[config.mk]
export PLATFORM = sky130hd
export DESIGN_NAME = gpio_port_regs
export DESIGN_NICKNAME = d
export VERILOG_FILES = /design/src/rtl/gpio_port_pkg.sv /design/src/rtl/gpio_addr_dec.sv /design/src/rtl/gpio_mask_reg.sv /design/src/rtl/gpio_in_sync.sv /design/src/rtl/gpio_port_regs.sv
export SDC_FILE = /design/constraint.sdc
export NUM_CORES = 1
export LEC_CHECK = 0
export BUFFER_PORTS_ARGS = -buffer_cell sky130_fd_sc_hd__buf_4
export CORE_ASPECT_RATIO = 0.8
export CORE_UTILIZATION = 48
export CTS_CLUSTER_SIZE = 14
export DETAILED_ROUTE_END_ITERATION = 6
export MAX_ROUTING_LAYER = met4
export PLACE_DENSITY_LB_ADDON = 0.2
export SLEW_MARGIN = 20
export SYNTH_ARGS = -nofsm -noshare
export SYNTH_HDL_FRONTEND = slang
export SYNTH_HIERARCHICAL = 1
export SYNTH_SLANG_ARGS = --single-unit
[constraint.sdc]
create_clock -name clk -period 4.47 [get_ports clk]
set_input_delay 0.2235 -clock clk [delete_from_list [all_inputs] [get_ports clk]]
set_output_delay 0.2235 -clock clk [all_outputs]
set_load 0.02 [all_outputs]
[src/rtl/gpio_port_pkg.sv]
// Shared types for the GPIO port register block.
// Assumes the register field of the address is two bits wide.
package gpio_port_pkg;

    // Register field codes; the order is the address decode order.
    typedef enum logic [1:0] {
        REG_SEL  = 2'd0,
        REG_OE   = 2'd1,
        REG_OUT  = 2'd2,
        REG_IN   = 2'd3
    } reg_sel_e;

    // Decoded access: mapped flag, alias flag and register field.
    typedef struct packed {
        logic     hit;
        logic     masked;
        reg_sel_e sel;
    } dec_t;

endpackage

[src/rtl/gpio_addr_dec.sv]
// Address decoder for one port slot in a bank window.
// The top bit of the address picks the masked alias, and bits 5:4 pick the register.
// Bits 3:2 must equal PORT_SEL. Bits 1:0 and all bits between bit 6 and the
// alias bit must be zero. Assumes ADDR_W >= 8.
module gpio_addr_dec
    import gpio_port_pkg::*;
#(
    parameter int ADDR_W   = 12,
    parameter int PORT_SEL = 0
) (
    input  logic [ADDR_W-1:0] addr,
    output dec_t              dec
);
    localparam int ALIAS_BIT = ADDR_W - 1;

    // Pure combinational decode of the incoming address.
    always_comb begin
        dec.masked = addr[ALIAS_BIT];
        dec.sel    = reg_sel_e'(addr[5:4]);
        dec.hit    = (addr[ALIAS_BIT-1:6] == '0) &&
                     (addr[3:2] == 2'(PORT_SEL)) &&
                     (addr[1:0] == 2'b00);
    end
endmodule

[src/rtl/gpio_mask_reg.sv]
// One writable per-pin register with whole and bit-masked write.
// A whole write loads the low W bits of wdata. A masked write loads only the
// bits whose mask bit (wdata[W+i]) is set. Assumes wr is already decoded.
module gpio_mask_reg #(
    parameter int W = 8
) (
    input  logic           clk,
    input  logic           rst_n,
    input  logic           wr,
    input  logic           masked,
    input  logic [2*W-1:0] wdata,
    output logic [W-1:0]   q
);
    logic [W-1:0] mask;
    logic [W-1:0] val;
    logic [W-1:0] nxt;

    // Split the write data and merge the masked value with the held state.
    always_comb begin
        mask = wdata[2*W-1:W];
        val  = wdata[W-1:0];
        nxt  = masked ? ((q & ~mask) | (val & mask)) : val;
    end

    // Register state with synchronous reset to zero.
    always_ff @(posedge clk) begin
        if (!rst_n)  q <= '0;
        else if (wr) q <= nxt;
    end

    AST_WHOLE_WRITE_LOADS: assert property (@(posedge clk) disable iff (!rst_n)
        (wr && !masked) |=> (q == $past(val)));
    AST_MASK_KEEPS_CLEAR_BITS: assert property (@(posedge clk) disable iff (!rst_n)
        (wr && masked) |=> (((q ^ $past(q)) & ~$past(mask)) == '0));
    AST_MASK_SETS_SELECTED: assert property (@(posedge clk) disable iff (!rst_n)
        (wr && masked) |=> ((q & $past(mask)) == ($past(val) & $past(mask))));
    AST_ZERO_MASK_STABLE: assert property (@(posedge clk) disable iff (!rst_n)
        (wr && masked && (mask == '0)) |=> $stable(q));
endmodule

[src/rtl/gpio_in_sync.sv]
// Two-flop synchronizer for the asynchronous pad inputs.
// The second stage is the architectural input register.
module gpio_in_sync #(
    parameter int W = 8
) (
    input  logic         clk,
    input  logic         rst_n,
    input  logic [W-1:0] d,
    output logic [W-1:0] q
);
    logic [W-1:0] stage1;

    // Shift the pad levels through two flops.
    always_ff @(posedge clk) begin
        if (!rst_n) begin
            stage1 <= '0;
            q      <= '0;
        end else begin
            stage1 <= d;
            q      <= stage1;
        end
    end
endmodule

[src/rtl/gpio_port_regs.sv]
// Register block for one eight-pin GPIO port.
// Holds select, drive-enable and drive-value registers, each with a normal and
// a bit-masked write address, plus a synchronized read-only input register.
// Assumes single-cycle bus strobes and at most one of bus_wr or bus_rd per cycle.
module gpio_port_regs
    import gpio_port_pkg::*;
#(
    parameter int PINS     = 8,
    parameter int ADDR_W   = 12,
    parameter int PORT_SEL = 0
) (
    input  logic               clk,
    input  logic               rst_n,
    input  logic [ADDR_W-1:0]  bus_addr,
    input  logic               bus_wr,
    input  logic               bus_rd,
    input  logic [2*PINS-1:0]  bus_wdata,
    output logic [2*PINS-1:0]  bus_rdata,
    input  logic [PINS-1:0]    pad_in,
    output logic [PINS-1:0]    pad_out,
    output logic [PINS-1:0]    pad_oe,
    output logic [PINS-1:0]    pin_gpio_sel
);
    localparam int N_WREG = 3;
    localparam int DATA_W = 2 * PINS;

    dec_t            dec;
    logic [PINS-1:0] wreg_q [N_WREG];
    logic [PINS-1:0] in_q;
    logic [PINS-1:0] rd_mux;

    gpio_addr_dec #(.ADDR_W(ADDR_W), .PORT_SEL(PORT_SEL)) i_dec (
        .addr (bus_addr),
        .dec  (dec)
    );

    // One masked register per writable register field.
    for (genvar g = 0; g < N_WREG; g++) begin : g_wreg
        logic wr_g;
        assign wr_g = bus_wr && dec.hit && (dec.sel == reg_sel_e'(2'(g)));
        gpio_mask_reg #(.W(PINS)) i_reg (
            .clk    (clk),
            .rst_n  (rst_n),
            .wr     (wr_g),
            .masked (dec.masked),
            .wdata  (bus_wdata),
            .q      (wreg_q[g])
        );
    end

    gpio_in_sync #(.W(PINS)) i_sync (
        .clk   (clk),
        .rst_n (rst_n),
        .d     (pad_in),
        .q     (in_q)
    );

    // Route register state to the pad side.
    assign pin_gpio_sel = wreg_q[REG_SEL];
    assign pad_oe       = wreg_q[REG_OE];
    assign pad_out      = wreg_q[REG_OUT];

    // Select the read source by register field.
    always_comb begin
        unique case (dec.sel)
            REG_SEL: rd_mux = wreg_q[REG_SEL];
            REG_OE:  rd_mux = wreg_q[REG_OE];
            REG_OUT: rd_mux = wreg_q[REG_OUT];
            default: rd_mux = in_q;
        endcase
    end

    // Register read data; zero when no mapped read is taking place.
    always_ff @(posedge clk) begin
        if (!rst_n)                 bus_rdata <= '0;
        else if (bus_rd && dec.hit) bus_rdata <= {{(DATA_W-PINS){1'b0}}, rd_mux};
        else                        bus_rdata <= '0;
    end

    AST_RDATA_UPPER_ZERO: assert property (@(posedge clk) disable iff (!rst_n)
        bus_rdata[DATA_W-1:PINS] == '0);
    AST_INPUT_WRITE_IGNORED: assert property (@(posedge clk) disable iff (!rst_n)
        (bus_wr && dec.hit && dec.sel == REG_IN) |=>
        ($stable(pad_out) && $stable(pad_oe) && $stable(pin_gpio_sel)));
    AST_UNMAPPED_WRITE_IGNORED: assert property (@(posedge clk) disable iff (!rst_n)
        (bus_wr && !dec.hit) |=>
        ($stable(pad_out) && $stable(pad_oe) && $stable(pin_gpio_sel)));
    AST_UNMAPPED_READ_ZERO: assert property (@(posedge clk) disable iff (!rst_n)
        (bus_rd && !dec.hit) |=> (bus_rdata == '0));
endmodule

Word level (Yosys, flattened, before mapping)

Cells that the tools add are included.

Memory bits (writable): 0
Latch bits: 0
Output and inout bits: 40
Input port bits: 40
ROM bits: 0
Flip-flop bits (word level): 56
Memories kept: 0

Muxes and demuxes: 4
Equality and inequality tests: 2
Order comparisons: 0
$mul: 0
Shifts and indexed selects: 0
Bitwise operators: 8
Reductions and logical operators: 12
Add/sub/neg operators: 0
Divide/modulo/power cells: 0

Operators with widths:

| cell                                                | number |
|---|---|
| AND 8 bit                                           | 4 |
| 2-to-1 mux 8 bit                                    | 3 |
| bitwise OR 8 bit                                    | 3 |
| case mux 8 bit (3 select lines)                     | 1 |
| NOT 8 bit                                           | 1 |
| logical AND 1 bit                                   | 7 |
| logical NOT 2 bit                                   | 3 |
| logical NOT 5 bit                                   | 1 |
| equality test 2 x 1 -> 1 bit, second input constant | 1 |
| equality test 2 bit, second input constant          | 1 |
| AND reduction 2 bit                                 | 1 |

Logic depth before layout (Yosys ltp)

Gate-level depths: netlist of the first run.

Depth after elaboration: 5
Mapped depth: 6
Depth with buffers taken out: 6

By module

The synthesis of the first run kept the hierarchy.

Modules (own cells, without submodules):

| module         | times used | area each (um^2) | cells an instance |
|---|---|---|---|
| gpio_mask_reg  | 3          | 362.8            | 43 |
| gpio_port_regs | 1          | 515.5            | 49 |
| gpio_in_sync   | 1          | 446.7            | 33 |
| gpio_addr_dec  | 1          | 48.8             | 6 |

Least setup slack after synthesis of the first run

No wires, ideal clock.

Path kind: input to register
From: in bus_addr[3]
To: reg with a tool-made name
Arrival: 1.998 ns
Path slack: 2.348 ns
Cell stages on the path: 6
Cell sequence: or4_1 nor4_2 nand2_1 nor3b_1 o21ai_0 mux2i_1

RTL lines:

| what        | RTL line             | source |
|---|---|---|
| from (decl) | gpio_port_regs.sv:14 | `input logic [ADDR_W-1:0] bus_addr,` |

==> results of run 1 <==
## report_power, final
group | internal, W | total [W] | switching [W]
clock | 0.000183 | 0.000334 | 0.000151
sequential | 0.000434 | 0.000435 | 0.00000136
combinational | 0.0000333 | 0.0000686 | 0.0000353
## worst max-delay path, cell delays in order
cell     delay (ns)
buf_4          0.10
or4_1          0.53
nor4_2         0.35
nand2_1        0.17
nor3b_1        0.69
o21ai_0        0.28
mux2i_1        0.18
## layout by cell type (no fill, tap or decap), types with 3 or more instances in the layout
cell      synthesis  routed
buf_4            14      71
nand2_1          49      49
dfxtp_1          48      48
mux2i_1          40      40
o21ai_1          12      12
o21ai_0          12      12
and2_2           12      12
o22ai_1           8       8
conb_1            1       8
clkbuf_8          0       6
and2_1            4       4
inv_2             3       3
## cell type report
class,count,area [µm²],share of cell area [%]
multi-input combinational,153,972,36.4
tap,57,71.3,2.67
sequential,48,961,36.0
timing repair buffer,71,533,20.0
clock inverter,2,38.8,1.45
clock buffer,6,82.6,3.09
inverter,3,11.3,0.422
## metal layers
metal	up-vias	global-route usage, %	share of wire, %
li1	846	-	-
met1	776	23.2	45
met2	51	34.3	48
met3	6	6.37	5.1
met4	0	7.14	1.2
met5	-	-	0
## worst paths after layout
kind | to | cells past startpoint
setup / recovery | register | 7
hold / removal | i_sync/stage1[6] | 2
setup reg to reg | bus_rdata[6] | 2
hold reg to reg | i_sync/q[1] | 1
## logic make-up after synthesis
logic type	Yosys count	synth area share [%]
simple gates	73	17.7
buf+inv	23	9.18
mux	40	19.1
other cells	1	0.179
compound gates	32	8.11
flops	48	45.8
## cell usage after synthesis, drive strengths merged
| cell type | count | share of area (%) |
|---|---|---|
| nand4 | 1 | 0.30 |
| o21ai | 24 | 5.7 |
| buf | 20 | 8.6 |
| nand4b | 1 | 0.71 |
| nor4 | 1 | 0.60 |
| inv | 3 | 0.54 |
| nor3 | 1 | 0.24 |
| mux2i | 40 | 19 |
| conb | 1 | 0.18 |
| nor3b | 2 | 0.95 |
| dfxtp | 48 | 46 |
| o22ai | 8 | 2.4 |
| nand2 | 49 | 8.8 |
| or4 | 1 | 0.36 |
| or3 | 1 | 0.30 |
| and2 | 16 | 5.5 |
## per-stage QoR
stage | instance area, µm² | instances | total power, W | util [%]
after floorplan | 2130 | 224 | 0.000493 | -
after global placement | 2550 | 332 | 0.000513 | 61.0
after detailed placement | 2550 | 332 | 0.000514 | 61.0
after CTS | 2670 | 340 | 0.000841 | 63.9
after global routing | 2670 | 340 | 0.000869 | 63.9
final | 2670 | 340 | 0.000838 | 63.9
==> out/results.ini, run 1 <==
[clock_network]
cts_tree=built
cts_root_buffer=clkbuf_8
h-tree-depth=2
cts-resized-gates=0
cts_setup_buffers=0
cts_buffers=5
clockBufferDepth=2
ctsHoldBuffers=0
cts.sink_count=48
clk_latency_ns=0.31
path_clk_slew_ns=0.09

[yosys]
yosysSeqAreaShare_pct=45.8
avgSynthCellArea_um2=9.68
synth-seq-cells=48
synth_cell_types=21
yosys_warnings=6
synth_area_um2=2100
synth_cells=217

[outcome]
status=completed

[timing]
whs_ns=0.132
clock.fmax_ghz=0.429
slew_viol_final=0
min_period_ns=2.33
rsz0062_at_grt=no
worst_slew_pin_slew_ns=0.810
fin_skew_ns=0.00760
timing.final.ws_setup_ns=2.14
setup_violations=0
maxSlewHeadroom_pct=45.6
tns_ns=0
hold_viol=0
post-route-period-util_pct=52.2

[power_and_ir_drop]
cellPowerDensity_nw_per_um2=314
irDropWorstVdd_mv=0.181
power_leakage_nw=1.32

[global_routing]
gr-total-overflow=0
grt_pass1_vias=1480
track_usage_pct=20.2
grt_pass1_wl_mm=6.84
grt_max_degree=67
antenna_found_initial=0

[setup_path]
critPathCaptureType=register
arrival_ns=2.53
rrSetupSlack_ns=3.68
critPathMaxFanout=8
crit_path_start_kind=primary input
path_class=primary input to register
crit_required_ns=4.66
startpoint=bus_addr[3]

[place]
gp_congestion=0.767
port_buffers=71
dp_slack_ns=1.83
dp_hpwl_mm=3.21

[hold_path]
hold_path.class=primary input to register
hold_path.startpoint=pad_in[6]

[routing]
drt_iter0_drc=89
finalWirelength_mm=4.57
ant_nets=0
wire_per_inst_um=13.4
routed_via_density=4.94
first_pass_iters=4
drc=0
vias=1679

[die]
die_x_um=75.9
dieHeight_um=61.2
io_pins=80
initial_core_util_pct=50.3
dieArea_um2=4640
rows=21
core_area_um2=4180

[layout]
n_antenna_cell=0
area_growth_pct=27.2
fillers=359
nets=322
drive_gt1_share_pct=34.3

[run]
max_cap_viol_count=0

Note: power is estimated with default switching activity, not from simulation.
==> run 2: changes to the inputs <==
--- a/config.mk
+++ b/config.mk
@@ -5,9 +5,10 @@
 export SDC_FILE = /design/constraint.sdc
 export NUM_CORES = 1
 export LEC_CHECK = 0
+export ABC_AREA = 1
 export BUFFER_PORTS_ARGS = -buffer_cell sky130_fd_sc_hd__buf_4
 export CORE_ASPECT_RATIO = 0.8
-export CORE_UTILIZATION = 48
+export CORE_UTILIZATION = 45
 export CTS_CLUSTER_SIZE = 14
 export DETAILED_ROUTE_END_ITERATION = 6
 export MAX_ROUTING_LAYER = met4
==> constraint.sdc (replaced) <==
create_clock -name clk -period 1.9 [get_ports clk]
set_input_delay 0.095 -clock clk [delete_from_list [all_inputs] [get_ports clk]]
set_output_delay 0.095 -clock clk [all_outputs]
set_load 0.02 [all_outputs]
==> run 2 against run 1 <==
The flow now finishes with violations (design-rule violations). Clock power rose by 92%. Via count rose by 36%. Clock skew rose by 0.0024 ns. Sequential cell count did not move. Power rose by 130%. Setup slack got worse by 1.3 ns. Sequential power rose by 140%. Synthesized cell count rose by 65%. Non-clock buffer count rose by 12. Area after synthesis rose by 16%. Routed wire length rose by 20%. Die area rose by 23%. Critical path type unchanged. Largest cell class is now flip-flops and latches. Largest power group unchanged.
==> out/results.ini, run 2 <==
[timing]
clock.fmax_ghz=0.985
rsz0062_at_grt=no  ; unchanged
post-route-period-util_pct=53.4
fin_skew_ns=0.00996  ; was 0.00760 ns
tns_ns=0  ; unchanged
slew_viol_final=0  ; unchanged
min_period_ns=1.02
setup_violations=0  ; unchanged
hold_viol=0  ; unchanged

[clock_network]
h-tree-depth=2  ; unchanged
cts_tree=built  ; unchanged
cts-resized-gates=0  ; unchanged
cts_root_buffer=clkbuf_8  ; unchanged
clk_latency_ns=0.30  ; was 0.31 ns
cts.sink_count=48  ; unchanged
clockBufferDepth=2  ; unchanged
cts_buffers=5  ; unchanged
path_clk_slew_ns=0.10  ; was 0.09 ns

[routing]
ant_nets=0  ; unchanged
finalWirelength_mm=5.48  ; was 4.57 mm
wire_per_inst_um=11.2  ; was 13.4 µm
drc=12  ; was 0
vias=2281  ; was 1679
first_pass_iters=7  ; was 4
routed_via_density=4.66  ; was 4.94
drt_iter0_drc=129  ; was 89

[layout]
drive_gt1_share_pct=22.7  ; was 34.3%
layout_commonest_cell=nand2_1  ; was buf_4
n_antenna_cell=0  ; unchanged
final_cell_mix=nand2_1 (77), buf_4 (75), inv_1 (67), dfxtp_1 (48), nor2_1 (45)  ; was buf_4 (71), nand2_1 (49), dfxtp_1 (48), mux2i_1 (40)
fin_util_pct=58.7  ; was 63.9%
fillers=527  ; was 359
nets=467  ; was 322
fin_cells=490  ; was 340
area_growth_pct=23.5  ; was 27.2%

[die]
die_x_um=84.3  ; was 75.9 µm
core_area_um2=5120  ; was 4180 µm²
dieArea_um2=5710  ; was 4640 µm²
initial_core_util_pct=47.6  ; was 50.3%
io_pins=80  ; unchanged
dieHeight_um=67.8  ; was 61.2 µm
rows=23  ; was 21

[place]
gp_congestion=0.833  ; was 0.767
port_buffers=71  ; unchanged
placed_cells=474  ; was 332
dp_hpwl_mm=3.88  ; was 3.21 mm

[yosys]
synth_cells=358  ; was 217
synth.most_common_cell=nand2_1  ; unchanged
avgSynthCellArea_um2=6.80  ; was 9.68 µm²
yosysSeqAreaShare_pct=39.4  ; was 45.8%
synth_area_leaders=dfxtp_1 (39%), nand2_1 (12%), inv_1 (10%)  ; was dfxtp_1 (46%), mux2i_1 (19%), nand2_1 (8.8%)
synth_top_cells_by_count=nand2_1 (77), inv_1 (67), dfxtp_1 (48)  ; was nand2_1 (49), dfxtp_1 (48), mux2i_1 (40)
yosysTopAreaCellShare_pct=39.4  ; was 45.8%
synth_cell_types=20  ; was 21
synth_area_um2=2440  ; was 2100 µm²
synth-edff-count=0  ; unchanged
async_flop_share_pct=0  ; unchanged
synth-seq-cells=48  ; unchanged
synth_top_area_cell=dfxtp_1  ; unchanged
yosys_warnings=6  ; unchanged
synth_ff_type=dfxtp_1  ; unchanged

[run]
max_cap_viol_count=0  ; unchanged

[global_routing]
grt_pass1_wl_mm=8.74  ; was 6.84 mm
gr-total-overflow=0  ; unchanged
grtUsageMet3_pct=3.86  ; was 6.37%
track_usage_pct=20.2  ; about the same
antenna_found_initial=0  ; unchanged
met1_usage_pct=24.8  ; was 23.2%
grt_pass1_vias=1908  ; was 1480
grt_max_degree=41  ; was 67
busiest_layer=met2  ; unchanged
grtUsageMet2_pct=34.5  ; was 34.3%

[setup_path]
cp_cell_sequence=buf_4, nor2_1, nand3_1, nor2_1, nand2_1, nor3_1, buf_4, nand3_1, nand2_1, nor2_1  ; was buf_4, or4_1, nor4_2, nand2_1, nor3b_1, o21ai_0, mux2i_1
critPathBufInv=2  ; was 1
path_class=primary input to register  ; unchanged
critPathMaxFanout=16  ; was 8
crit_required_ns=2.09  ; was 4.66 ns
cpMostUsedCell=nor2_1
arrival_ns=1.21  ; was 2.53 ns
critPathCaptureType=register  ; unchanged
crit_path_start_kind=primary input  ; unchanged
slowest_delay_ns=0.26  ; was 0.69 ns
slowest_stage=buf_4  ; was nor3b_1
crit_family=simple AND/OR/NAND/NOR gates  ; unchanged

[power_and_ir_drop]
cellPowerDensity_nw_per_um2=631  ; was 314 nW/µm²
power_leakage_nw=1.68  ; was 1.32 nW
irDropWorstVdd_mv=0.307  ; was 0.181 mV

[hold_path]
hold_path.class=primary input to register  ; unchanged

[outcome]
status=complete, but fails checks  ; was completed
violations=design-rule violations

[run 2: timing repair]
item	in CTS	in global routing
endpoints found under the hold margin	8	0
hold buffers	8	0
setup buffers	0	0
[run 2: final timing paths]
| path | from | end | slack (ns) | depth (start not counted) |
|---|---|---|---|---|
| setup / recovery | bus_addr[10] | register | 0.88 | 10 |
| hold / removal | bus_wdata[2] | register | 0.12 | 5 |
| setup reg to reg | register | bus_rdata[1] | 1.12 | 4 |
| hold reg to reg | i_sync/stage1[6] | i_sync/q[6] | 0.41 | 2 |
[run 2: cell type report]
class | count | area, µm² | area share [%]
flip-flops and latches | 48 | 961 | 31.9
clock buffers | 6 | 82.6 | 2.75
multi-input cells | 214 | 947 | 31.5
repair buffers | 83 | 643 | 21.4
inverters | 75 | 282 | 9.36
well taps | 62 | 77.6 | 2.58
clock inverters | 2 | 15.0 | 0.499
[run 2: routing by layer]
metal / share of wire, % / wire, µm
met2: 49 / 2660
met1: 45 / 2470
met3: 5.6 / 305
met4: 0.73 / 40
met5: 0 / 0
[run 2: through the flow]
stage | area [µm²] | hold WS [ns] | power, W | setup slack [ns]
6_report | 3010 | 0.122 | 0.00190 | 0.885
5_1_grt | 3010 | 0.137 | 0.00199 | 0.717
4_1_cts | 3010 | 0.124 | 0.00191 | 0.870
3_5_place_dp | 2830 | 0.281 | 0.00127 | 0.562
3_3_place_gp | 2830 | 0.277 | 0.00126 | 0.587
2_1_floorplan | 2460 | 0.187 | 0.00120 | 0.676
[run 2: power by group]
group	leakage, nW	switching (W)	total [W]	internal [W]
registers	0.390	0.00000435	0.00103	0.00102
clock network	0.0434	0.000347	0.000642	0.000295
logic	1.25	0.000130	0.000229	0.0000991
total	1.68	0.000482	0.00190	0.00142
[run 2: kinds of logic after synthesis]
group,synth area share (%)
other cells,0.154
compound gates,6.57
flops,39.4
buf+inv,22.8
simple gates,31.1
[run 2: worst register-to-register path, delay by kind of cell (launching register included)]
kind / cells / cell delay, ns
flops: 1 / 0.34
compound gates: 1 / 0.15
buf+inv: 1 / 0.04
simple gates: 2 / 0.16
==> run 3: changes to the inputs <==
==> constraint.sdc (replaced) <==
create_clock -name clk -period 0.85 [get_ports clk]
set_input_delay 0.0425 -clock clk [delete_from_list [all_inputs] [get_ports clk]]
set_output_delay 0.0425 -clock clk [all_outputs]
set_load 0.02 [all_outputs]
==> run 3 against run 2 <==
The run ends with design-rule violations, negative setup slack left. Largest power group unchanged. Final area grew 24%. Core utilization grew 14 points. Critical path depth is the same. Critical path type unchanged.
==> out/results.ini, run 3 (synthesis gave the netlist of run 2 again) <==
[outcome]
status=complete, but fails checks  ; unchanged
violations=design-rule violations, negative setup slack  ; was design-rule violations

[setup_path]
slowest_stage=nor3_4  ; was buf_4
slowest_delay_ns=0.18  ; was 0.26 ns
critPathCaptureType=register  ; unchanged
worst-r2r-cell-count=5  ; was 4
crit_path_start_kind=primary input  ; unchanged
crit_required_ns=1.04  ; was 2.09 ns
startpoint=bus_addr[10]  ; unchanged
cp_num_cells=10  ; unchanged
arrival_ns=1.10  ; was 1.21 ns
critPathMaxFanout=8  ; was 16
crit_family=simple AND/OR/NAND/NOR gates  ; unchanged
cp_cell_sequence=buf_4, nor2_4, nand3_2, nor2_4, nand2_4, nor3_4, buf_6, nand3_2, nand2_1, nor2_1  ; was buf_4, nor2_1, nand3_1, nor2_1, nand2_1, nor3_1, buf_4, nand3_1, nand2_1, nor2_1
critPathBufInv=2  ; unchanged
path_class=primary input to register  ; unchanged

[run]
max_cap_viol_count=0  ; unchanged

[global_routing]
grt_pass1_wl_mm=9.28  ; was 8.74 mm
gr-total-overflow=0  ; unchanged
grt_pass1_vias=2053  ; was 1908
antenna_found_initial=0  ; unchanged
grt_max_degree=25  ; was 41
track_usage_pct=21.6  ; was 20.2%

[timing]
setup_violations=19  ; was 0
post-route-period-util_pct=106
slew_viol_final=0  ; unchanged
fin_skew_ns=0.0103  ; was 0.00996 ns
tns_ns=-0.289  ; was 0 ns
rsz0062_at_grt=yes  ; was no
timing.final.ws_setup_ns=-0.0510  ; was 0.885 ns
clock.fmax_ghz=1.11
hold_viol=0  ; unchanged
min_period_ns=0.901

[hold_path]
hold_path.startpoint=bus_wdata[0]  ; was bus_wdata[2]
hold_path.class=primary input to register  ; unchanged
holdPathStages=5  ; unchanged

[clock_network]
cts.sink_count=48  ; unchanged
path_clk_slew_ns=0.09  ; was 0.10 ns
cts_buffers=5  ; unchanged
cts_root_buffer=clkbuf_8  ; unchanged
clk_latency_ns=0.30  ; about the same
cts_tree=built  ; unchanged
h-tree-depth=2  ; unchanged
clockBufferDepth=2  ; unchanged

[layout]
final_cell_mix=nand2_1 (71), buf_4 (68), inv_1 (66), nor2_1 (40), buf_6 (36)  ; was nand2_1 (77), buf_4 (75), inv_1 (67), dfxtp_1 (48), nor2_1 (45)
layout_commonest_cell=nand2_1  ; unchanged
area_growth_pct=52.9  ; was 23.5%
drive_gt1_share_pct=43.1  ; was 22.7%
n_antenna_cell=0  ; unchanged
fillers=407  ; was 527
nets=498  ; was 467

[routing]
wire_per_inst_um=11.9  ; was 11.2 µm
finalWirelength_mm=6.18  ; was 5.48 mm
drt_iter0_drc=79  ; was 129
first_pass_iters=7  ; unchanged
drc=13  ; was 12
routed_via_density=4.69  ; was 4.66
ant_nets=0  ; unchanged
vias=2441  ; was 2281

[die]
initial_core_util_pct=47.6  ; unchanged
dieHeight_um=67.8  ; unchanged
dieArea_um2=5710  ; unchanged
rows=23  ; unchanged
io_pins=80  ; unchanged
die_x_um=84.3  ; unchanged
core_area_um2=5120  ; unchanged

[power_and_ir_drop]
p_sw_w=0.00116  ; was 0.000482 W
p_int_w=0.00401  ; was 0.00142 W
power_leakage_nw=2.01  ; was 1.68 nW
combPwrFrac_pct=12.0  ; was 12.1%
cellPowerDensity_nw_per_um2=1390  ; was 631 nW/µm²
irDropWorstVdd_mv=0.898  ; was 0.307 mV
swShare_pct=22.4  ; was 25.4%
seq_power_share_pct=44.1  ; was 54.1%
clock_power_share_pct=43.9  ; was 33.9%

[place]
dp_hpwl_mm=4.06  ; was 3.88 mm
dp_slack_ns=-0.452  ; was 0.562 ns
gp_congestion=0.850  ; was 0.833
port_buffers=71  ; unchanged

run 3: final cells by class:
cell class                      count  area (µm²)  share of cell area (%)
Clock buffer                        5        68.8                    1.85
Clock inverter                      3        90.1                    2.42
Inverter                           75         282                    7.56
Multi-Input combinational cell    214        1170                    31.4
Sequential cell                    48        1000                    26.9
Tap cell                           62        77.6                    2.08
Timing Repair Buffer              114        1040                    27.8
run 3: stage by stage:
step	cells	hold slack (ns)	power, W	area (µm²)	utilization [%]
2_1_floorplan	365	0.134	0.00272	2580	-
4_1_cts	517	0.0684	0.00517	3520	68.7
6_report	521	0.0742	0.00517	3720	72.7
3_3_place_gp	487	0.225	0.00288	3060	59.7
5_1_grt	521	0.0779	0.00536	3720	72.7
3_5_place_dp	487	0.228	0.00289	3060	59.7
run 3: layer usage:
layer | wire length [µm] | part of all wire, % | global-route usage [%] | up-vias
met2 | 2870 | 46 | 35.2 | 103
met5 | 0 | 0 | - | -
met4 | 127 | 2.1 | 8.19 | 0
met1 | 2700 | 44 | 27.0 | 1076
met3 | 484 | 7.8 | 4.10 | 14
li1 | - | - | - | 1248
run 3: final timing paths:
kind	to	slack [ns]
worst max-delay path	register	-0.05
worst min-delay path	register	0.07
worst max register to register	bus_rdata[2]	0
worst min register to register	i_sync/q[6]	0.41
run 3: power by group through the flow:
stage / clock network [W] / registers [W] / logic [W]
finish: 0.00227 / 0.00228 / 0.000622
global route: 0.00239 / 0.00228 / 0.000681
CTS: 0.00228 / 0.00229 / 0.000594
detailed placement: 0 / 0.00235 / 0.000546
global placement: 0 / 0.00234 / 0.000536
floorplan: 0 / 0.00234 / 0.000371
run 3: worst register-to-register path, delay by kind of cell, from the launching register on:
kind	cells	cell delay, ns
DFF	1	0.34
and+or+nand+nor	3	0.24
buffers and inverters	2	0.17
run 3: what timing repair did:
item                                   CTS  global route
setup endpoints to repair               48            55
endpoints found under the hold margin    8             0
setup buffers                           14             4
pin swaps                               16            21
gates resized for setup                 42            51
hold buffers                             8             0
